<file path="config.mk">
export PLATFORM = sky130hd
export DESIGN_NAME = rename_map
export DESIGN_NICKNAME = d
export VERILOG_FILES = /design/src/rtl/rnm_pkg.sv /design/src/rtl/rnm_store.sv /design/src/rtl/rnm_lookup.sv /design/src/rtl/rename_map.sv
export SDC_FILE = /design/constraint.sdc
export NUM_CORES = 1
export LEC_CHECK = 0
export BUFFER_PORTS_ARGS = -buffer_cell sky130_fd_sc_hd__buf_2
export CORE_MARGIN = 1.5
export CORE_UTILIZATION = 55
export CTS_CLUSTER_SIZE = 16
export DETAILED_ROUTE_END_ITERATION = 8
export HOLD_SLACK_MARGIN = 0.06
export PLACE_DENSITY = 0.8
export SLEW_MARGIN = 20
export SYNTH_ARGS = -nofsm -noshare
export SYNTH_HDL_FRONTEND = slang
export SYNTH_HIERARCHICAL = 1
export SYNTH_SLANG_ARGS = --single-unit
</file>
<file path="constraint.sdc">
create_clock -name clk -period 1.8 [get_ports clk]
set_input_delay 0.27 -clock clk [delete_from_list [all_inputs] [get_ports clk]]
set_output_delay 0.27 -clock clk [all_outputs]
set_load 0.05 [all_outputs]
</file>
<file path="src/rtl/rnm_pkg.sv">
// Package: shared constants and helpers for the rename map.
// Assumes register 0 is the hard-wired zero register.
package rnm_pkg;

    localparam int ZERO_REG = 0;

    // Returns 1 when the stored and offered tags are identical.
    function automatic logic tag_same(input logic [15:0] a, input logic [15:0] b);
        return a == b;
    endfunction

endpackage

</file>
<file path="src/rtl/rnm_store.sv">
// Module: rnm_store
// Holds one pending flag and one tag per architectural register.
// Applies the decode write and the tag-matched commit clear; decode wins a collision.
// Assumes TAG_W <= 16 and entry ZERO_REG is constant-zero.
module rnm_store #(
    parameter int NUM_REGS = 32,
    parameter int TAG_W    = 6,
    localparam int IDX_W   = $clog2(NUM_REGS)
) (
    input  logic                             clk,
    input  logic                             rst_n,
    input  logic                             wr_en,
    input  logic [IDX_W-1:0]                 wr_idx,
    input  logic [TAG_W-1:0]                 wr_tag,
    input  logic                             cm_en,
    input  logic [IDX_W-1:0]                 cm_idx,
    input  logic [TAG_W-1:0]                 cm_tag,
    output logic [NUM_REGS-1:0]              valid_q,
    output logic [NUM_REGS-1:0][TAG_W-1:0]   tag_q
);
    import rnm_pkg::*;

    for (genvar k = 0; k < NUM_REGS; k++) begin : g_ent
        if (k == ZERO_REG) begin : g_zero
            // Hard-wired register: never pending.
            assign valid_q[k] = 1'b0;
            assign tag_q[k]   = '0;
        end else begin : g_live
            logic wr_hit;
            logic cm_hit;

            // Decode and commit address decode for this entry.
            assign wr_hit = wr_en && (wr_idx == IDX_W'(k));
            assign cm_hit = cm_en && (cm_idx == IDX_W'(k)) && valid_q[k] &&
                            tag_same(16'(tag_q[k]), 16'(cm_tag));

            // Entry update: reset, then decode write, then matched commit clear.
            always_ff @(posedge clk) begin
                if (!rst_n) begin
                    valid_q[k] <= 1'b0;
                    tag_q[k]   <= '0;
                end else if (wr_hit) begin
                    valid_q[k] <= 1'b1;
                    tag_q[k]   <= wr_tag;
                end else if (cm_hit) begin
                    valid_q[k] <= 1'b0;
                end
            end

            assert_write_sets_R4: assert property (@(posedge clk) disable iff (!rst_n)
                (wr_en && wr_idx == IDX_W'(k)) |=> (valid_q[k] && tag_q[k] == $past(wr_tag)));

            assert_match_clears_R5: assert property (@(posedge clk) disable iff (!rst_n)
                (cm_en && cm_idx == IDX_W'(k) && valid_q[k] && tag_q[k] == cm_tag &&
                 !(wr_en && wr_idx == IDX_W'(k))) |=> !valid_q[k]);

            assert_mismatch_keeps_R6: assert property (@(posedge clk) disable iff (!rst_n)
                (cm_en && cm_idx == IDX_W'(k) && tag_q[k] != cm_tag &&
                 !(wr_en && wr_idx == IDX_W'(k))) |=> ($stable(valid_q[k]) && $stable(tag_q[k])));

            assert_decode_wins_R7: assert property (@(posedge clk) disable iff (!rst_n)
                (wr_en && wr_idx == IDX_W'(k) && cm_en && cm_idx == IDX_W'(k))
                |=> (valid_q[k] && tag_q[k] == $past(wr_tag)));
        end
    end

endmodule

</file>
<file path="src/rtl/rnm_lookup.sv">
// Module: rnm_lookup
// One source lookup port: selects an entry by index and reports pend and tag.
// Assumes the tag is reported as zero when the entry is not pending.
module rnm_lookup #(
    parameter int NUM_REGS = 32,
    parameter int TAG_W    = 6,
    localparam int IDX_W   = $clog2(NUM_REGS)
) (
    input  logic                             clk,
    input  logic                             rst_n,
    input  logic [IDX_W-1:0]                 idx,
    input  logic [NUM_REGS-1:0]              valid_q,
    input  logic [NUM_REGS-1:0][TAG_W-1:0]   tag_q,
    output logic                             pend,
    output logic [TAG_W-1:0]                 tag
);
    import rnm_pkg::*;

    // Combinational entry select; old state only, no write bypass.
    always_comb begin
        pend = valid_q[idx];
        tag  = pend ? tag_q[idx] : '0;
    end

    assert_zero_reg_idle_R9: assert property (@(posedge clk) disable iff (!rst_n)
        (idx == IDX_W'(ZERO_REG)) |-> (!pend && tag == '0));

endmodule

</file>
<file path="src/rtl/rename_map.sv">
// Module: rename_map
// Rename table: two source lookups, one decode write, one tag-matched commit clear.
// Assumes decode and commit each present at most one register per cycle.
module rename_map #(
    parameter int NUM_REGS = 32,
    parameter int TAG_W    = 6,
    localparam int IDX_W   = $clog2(NUM_REGS)
) (
    input  logic             clk,
    input  logic             rst_n,
    input  logic [IDX_W-1:0] rd0_idx,
    input  logic [IDX_W-1:0] rd1_idx,
    output logic             rd0_pend,
    output logic [TAG_W-1:0] rd0_tag,
    output logic             rd1_pend,
    output logic [TAG_W-1:0] rd1_tag,
    input  logic             wr_en,
    input  logic [IDX_W-1:0] wr_idx,
    input  logic [TAG_W-1:0] wr_tag,
    input  logic             cm_en,
    input  logic [IDX_W-1:0] cm_idx,
    input  logic [TAG_W-1:0] cm_tag
);
    localparam int NPORTS = 2;

    logic [NUM_REGS-1:0]            valid_q;
    logic [NUM_REGS-1:0][TAG_W-1:0] tag_q;
    logic [NPORTS-1:0][IDX_W-1:0]   rd_idx;
    logic [NPORTS-1:0]              rd_pend;
    logic [NPORTS-1:0][TAG_W-1:0]   rd_tag;

    // Gather port indices and scatter results.
    assign rd_idx[0] = rd0_idx;
    assign rd_idx[1] = rd1_idx;
    assign rd0_pend  = rd_pend[0];
    assign rd0_tag   = rd_tag[0];
    assign rd1_pend  = rd_pend[1];
    assign rd1_tag   = rd_tag[1];

    rnm_store #(.NUM_REGS(NUM_REGS), .TAG_W(TAG_W)) u_store (
        .clk     (clk),
        .rst_n   (rst_n),
        .wr_en   (wr_en),
        .wr_idx  (wr_idx),
        .wr_tag  (wr_tag),
        .cm_en   (cm_en),
        .cm_idx  (cm_idx),
        .cm_tag  (cm_tag),
        .valid_q (valid_q),
        .tag_q   (tag_q)
    );

    for (genvar p = 0; p < NPORTS; p++) begin : g_port
        rnm_lookup #(.NUM_REGS(NUM_REGS), .TAG_W(TAG_W)) u_lookup (
            .clk     (clk),
            .rst_n   (rst_n),
            .idx     (rd_idx[p]),
            .valid_q (valid_q),
            .tag_q   (tag_q),
            .pend    (rd_pend[p]),
            .tag     (rd_tag[p])
        );
    end

endmodule

</file>
==> flow_metrics.tcl <==
set metrics [dict create \
    fin_crit_sh_pct 154 \
    timing.rr.start "u_store/tag_q[114]" \
    synth_edf_count 0 \
    dp_hpwl_um 38900 \
    syn_inst 1598 \
    cts_tree "built" \
    num_antenna_cells 0 \
    seq_area_mm2 0.00436 \
    power.density_mw_per_mm2 639 \
    synthTopCellsByArea "dfxtp_1, mux2i_1, mux4_2, xnor2_1, a21boi_0" \
    track_usage_pct 38.1 \
    drt-initial-drc-count 1868 \
    multi_input_area_mm2 0.00995 \
    grt_pass1_wl_um 81600 \
    critPathBufInv 2 \
    vias 14200 \
    ctsHoldBuffers 0 \
    dieArea_mm2 0.0280 \
    ios 50 \
    report.final.slew_viol_count 0 \
    rsz0062_at_grt "true" \
    worst_ir_drop_vdd_v 0.000732 \
    whs_endpoint "u_store/valid_q[18]" \
    final_util_pct 70.6 \
    post-synth-top-area-cell "dfxtp_1" \
    cp_slowest_cell "mux4_2" \
    violations "setup timing" \
    worstPathCellList "mux4_2 -> mux4_2 -> mux2i_4 -> buf_12 -> a311oi_4 -> buf_6" \
    antenna_found_initial 0 \
    async_flop_share_pct 0 \
    drive_gt1_share_pct 29.3 \
    worstMarginPinSlew_ps 550 \
    avgSynthCellArea_um2 9.28 \
    rows 59 \
    remaining_drc_errors 0 \
    r2r_end "u_store/valid_q[19]" \
    crit_family "multiplexers" \
    status "finished with violations" \
    area_delta_synth_final_pct 25.0 \
    whs_path_depth 2 \
    leakage_uw 0.00700 \
    core_area_mm2 0.0263 \
    slowest_delay_ps 490 \
    crit_path_start_kind "flip-flop" \
    grt_max_degree 66 \
    layout_setup_ws_ps -964 \
    min_from "rst_n" \
    wire_per_inst_um 24.9 \
    die_h_um 167 \
    cp_max_fo 6 \
    fp.dieW_um 167 \
    synth.cell_area_mm2 0.0148 \
    grt-ovfl-total 0 \
    worstSetupStartpoint "u_store/valid_q[26]" \
    ys_seq_area_share_pct 29.3 \
    skew_ps 12.2 \
    clk_root_buffer_cell "clkbuf_16" \
    first_pass_iters 5 \
    gp_congestion 0.999 \
    antenna_violating_nets_post_route 0 \
    crit_path_end_kind "primary output" \
    setup_viol_count_final 14 \
    finalNonFillerCells 2162 \
    setup.worst_path.class "flip-flop to primary output" \
    start_util_pct 56.4 \
    crit_required_ps 1530 \
    pre_cts_ws_ps -776 \
    yosysTopAreaCellShare_pct 29.3 \
    max_slew_margin_pct 63.2 \
    final_cell_mix "buf_4, nand2_1, dfxtp_1, a21boi_0, xnor2_1" \
    clk_latency_ps 540 \
    hold_path.class "input pin to flip-flop" \
    ys_warn_count 6 \
    h-tree-depth 1 \
    hold_violations 0 \
    crit_top_cell "mux4_2" \
    clkSlewWorstSetupHoldPaths_ps 60 \
    cts_sinks 217 \
    finalPower_uw 11900 \
    wl_um 53900 \
    max-cap-violations 0 \
    grt_pass1_vias 13800 \
    critical_path_arrival_ps 2490 \
    fmax_mhz 362 \
    r2r_setup_slack_ps 260 \
    synthFlopType "dfxtp_1" \
    io_buffers 49 \
    fillers 1933 \
    ys_ff_latch 217 \
    vias_per_cell 6.58 \
    clockBufferDepth 3 \
    final_common_cell "buf_4" \
    layout.nets 1847 \
    synthDistinctLibCells 47 \
    dpl.cell_count 2119 \
    period_minus_slack_ps 2760 \
    whs_ps 161 \
    reg2reg_depth 5 \
    numCtsBuffers 25 \
]
-- report_power, final --
group / internal (uW) / switching (uW)
clock: 2840 / 2110
combinational: 857 / 1160
sequential: 4840 / 49.6
total: 8540 / 3320
-- synthesized netlist by cell type (13+ instances only) --
library cell / count
buf_2: 49
nand2_1: 209
nor2b_1: 59
xnor2_1: 153
nor4_1: 13
o21ai_0: 96
mux4_2: 62
a21boi_0: 155
nand3_1: 70
nand4_1: 33
dfxtp_1: 217
clkbuf_1: 67
nor2_1: 15
o41ai_1: 17
mux2i_1: 150
xor2_1: 33
a221oi_1: 38
buf_4: 17
-- cells by family after synthesis --
kind of cell,count (synthesis),synth area share [%]
AOI/OAI and AO/OA,367,17.8
muxes,218,20.5
buffers and inverters,163,6.18
xor gates and xnor gates,186,11.0
other,1,0.0253
DFF,217,29.3
and+or+nand+nor,446,15.2
-- sequential cells by signal, summed over array words and instances, names as in the netlist --
register,flops
u_store/valid_q,31
u_store/tag_q,186
-- per-stage QoR --
step                      setup TNS [ps]  area [um2]
after floorplan                    -6540       15200
after global placement            -10100       17600
after detailed placement          -10630       17600
after CTS                         -13160       18500
after global routing              -13800       18500
final                             -13230       18500
-- worst max-delay path by stage --
stage	cells past startpoint	endpoint	slack [ps]
after floorplan	5	rd0_pend	-600
after global placement	9	rd1_tag[1]	-760
after detailed placement	8	rd0_tag[4]	-780
after CTS	6	rd0_tag[4]	-970
after global routing	6	rd0_tag[4]	-1020
final	6	rd0_tag[4]	-960
-- routing by layer --
metal / track usage, % / routed length [um] / vias up
li1: - / - / 6196
met1: 51.5 / 20800 / 6843
met2: 59.5 / 23500 / 968
met3: 7.42 / 6690 / 211
met4: 16.6 / 2800 / 0
met5: 0 / 0 / -
-- what timing repair did --
| action | 4_1_cts | 5_1_grt |
|---|---|---|
| setup buffers | 0 | 0 |
| endpoints found under the setup margin | 14 | 14 |
| pin swaps | 10 | 1 |
| resized for setup | 46 | 2 |
-- final cells by class --
type / instances / area share [%]
clock buffers: 36 / 3.97
multi-input cells: 1224 / 53.6
well taps: 335 / 2.26
clock inverters: 7 / 0.283
repair buffers: 339 / 16.2
flip-flops and latches: 217 / 23.5
inverters: 4 / 0.0945
(Power assumes the default switching activity.)
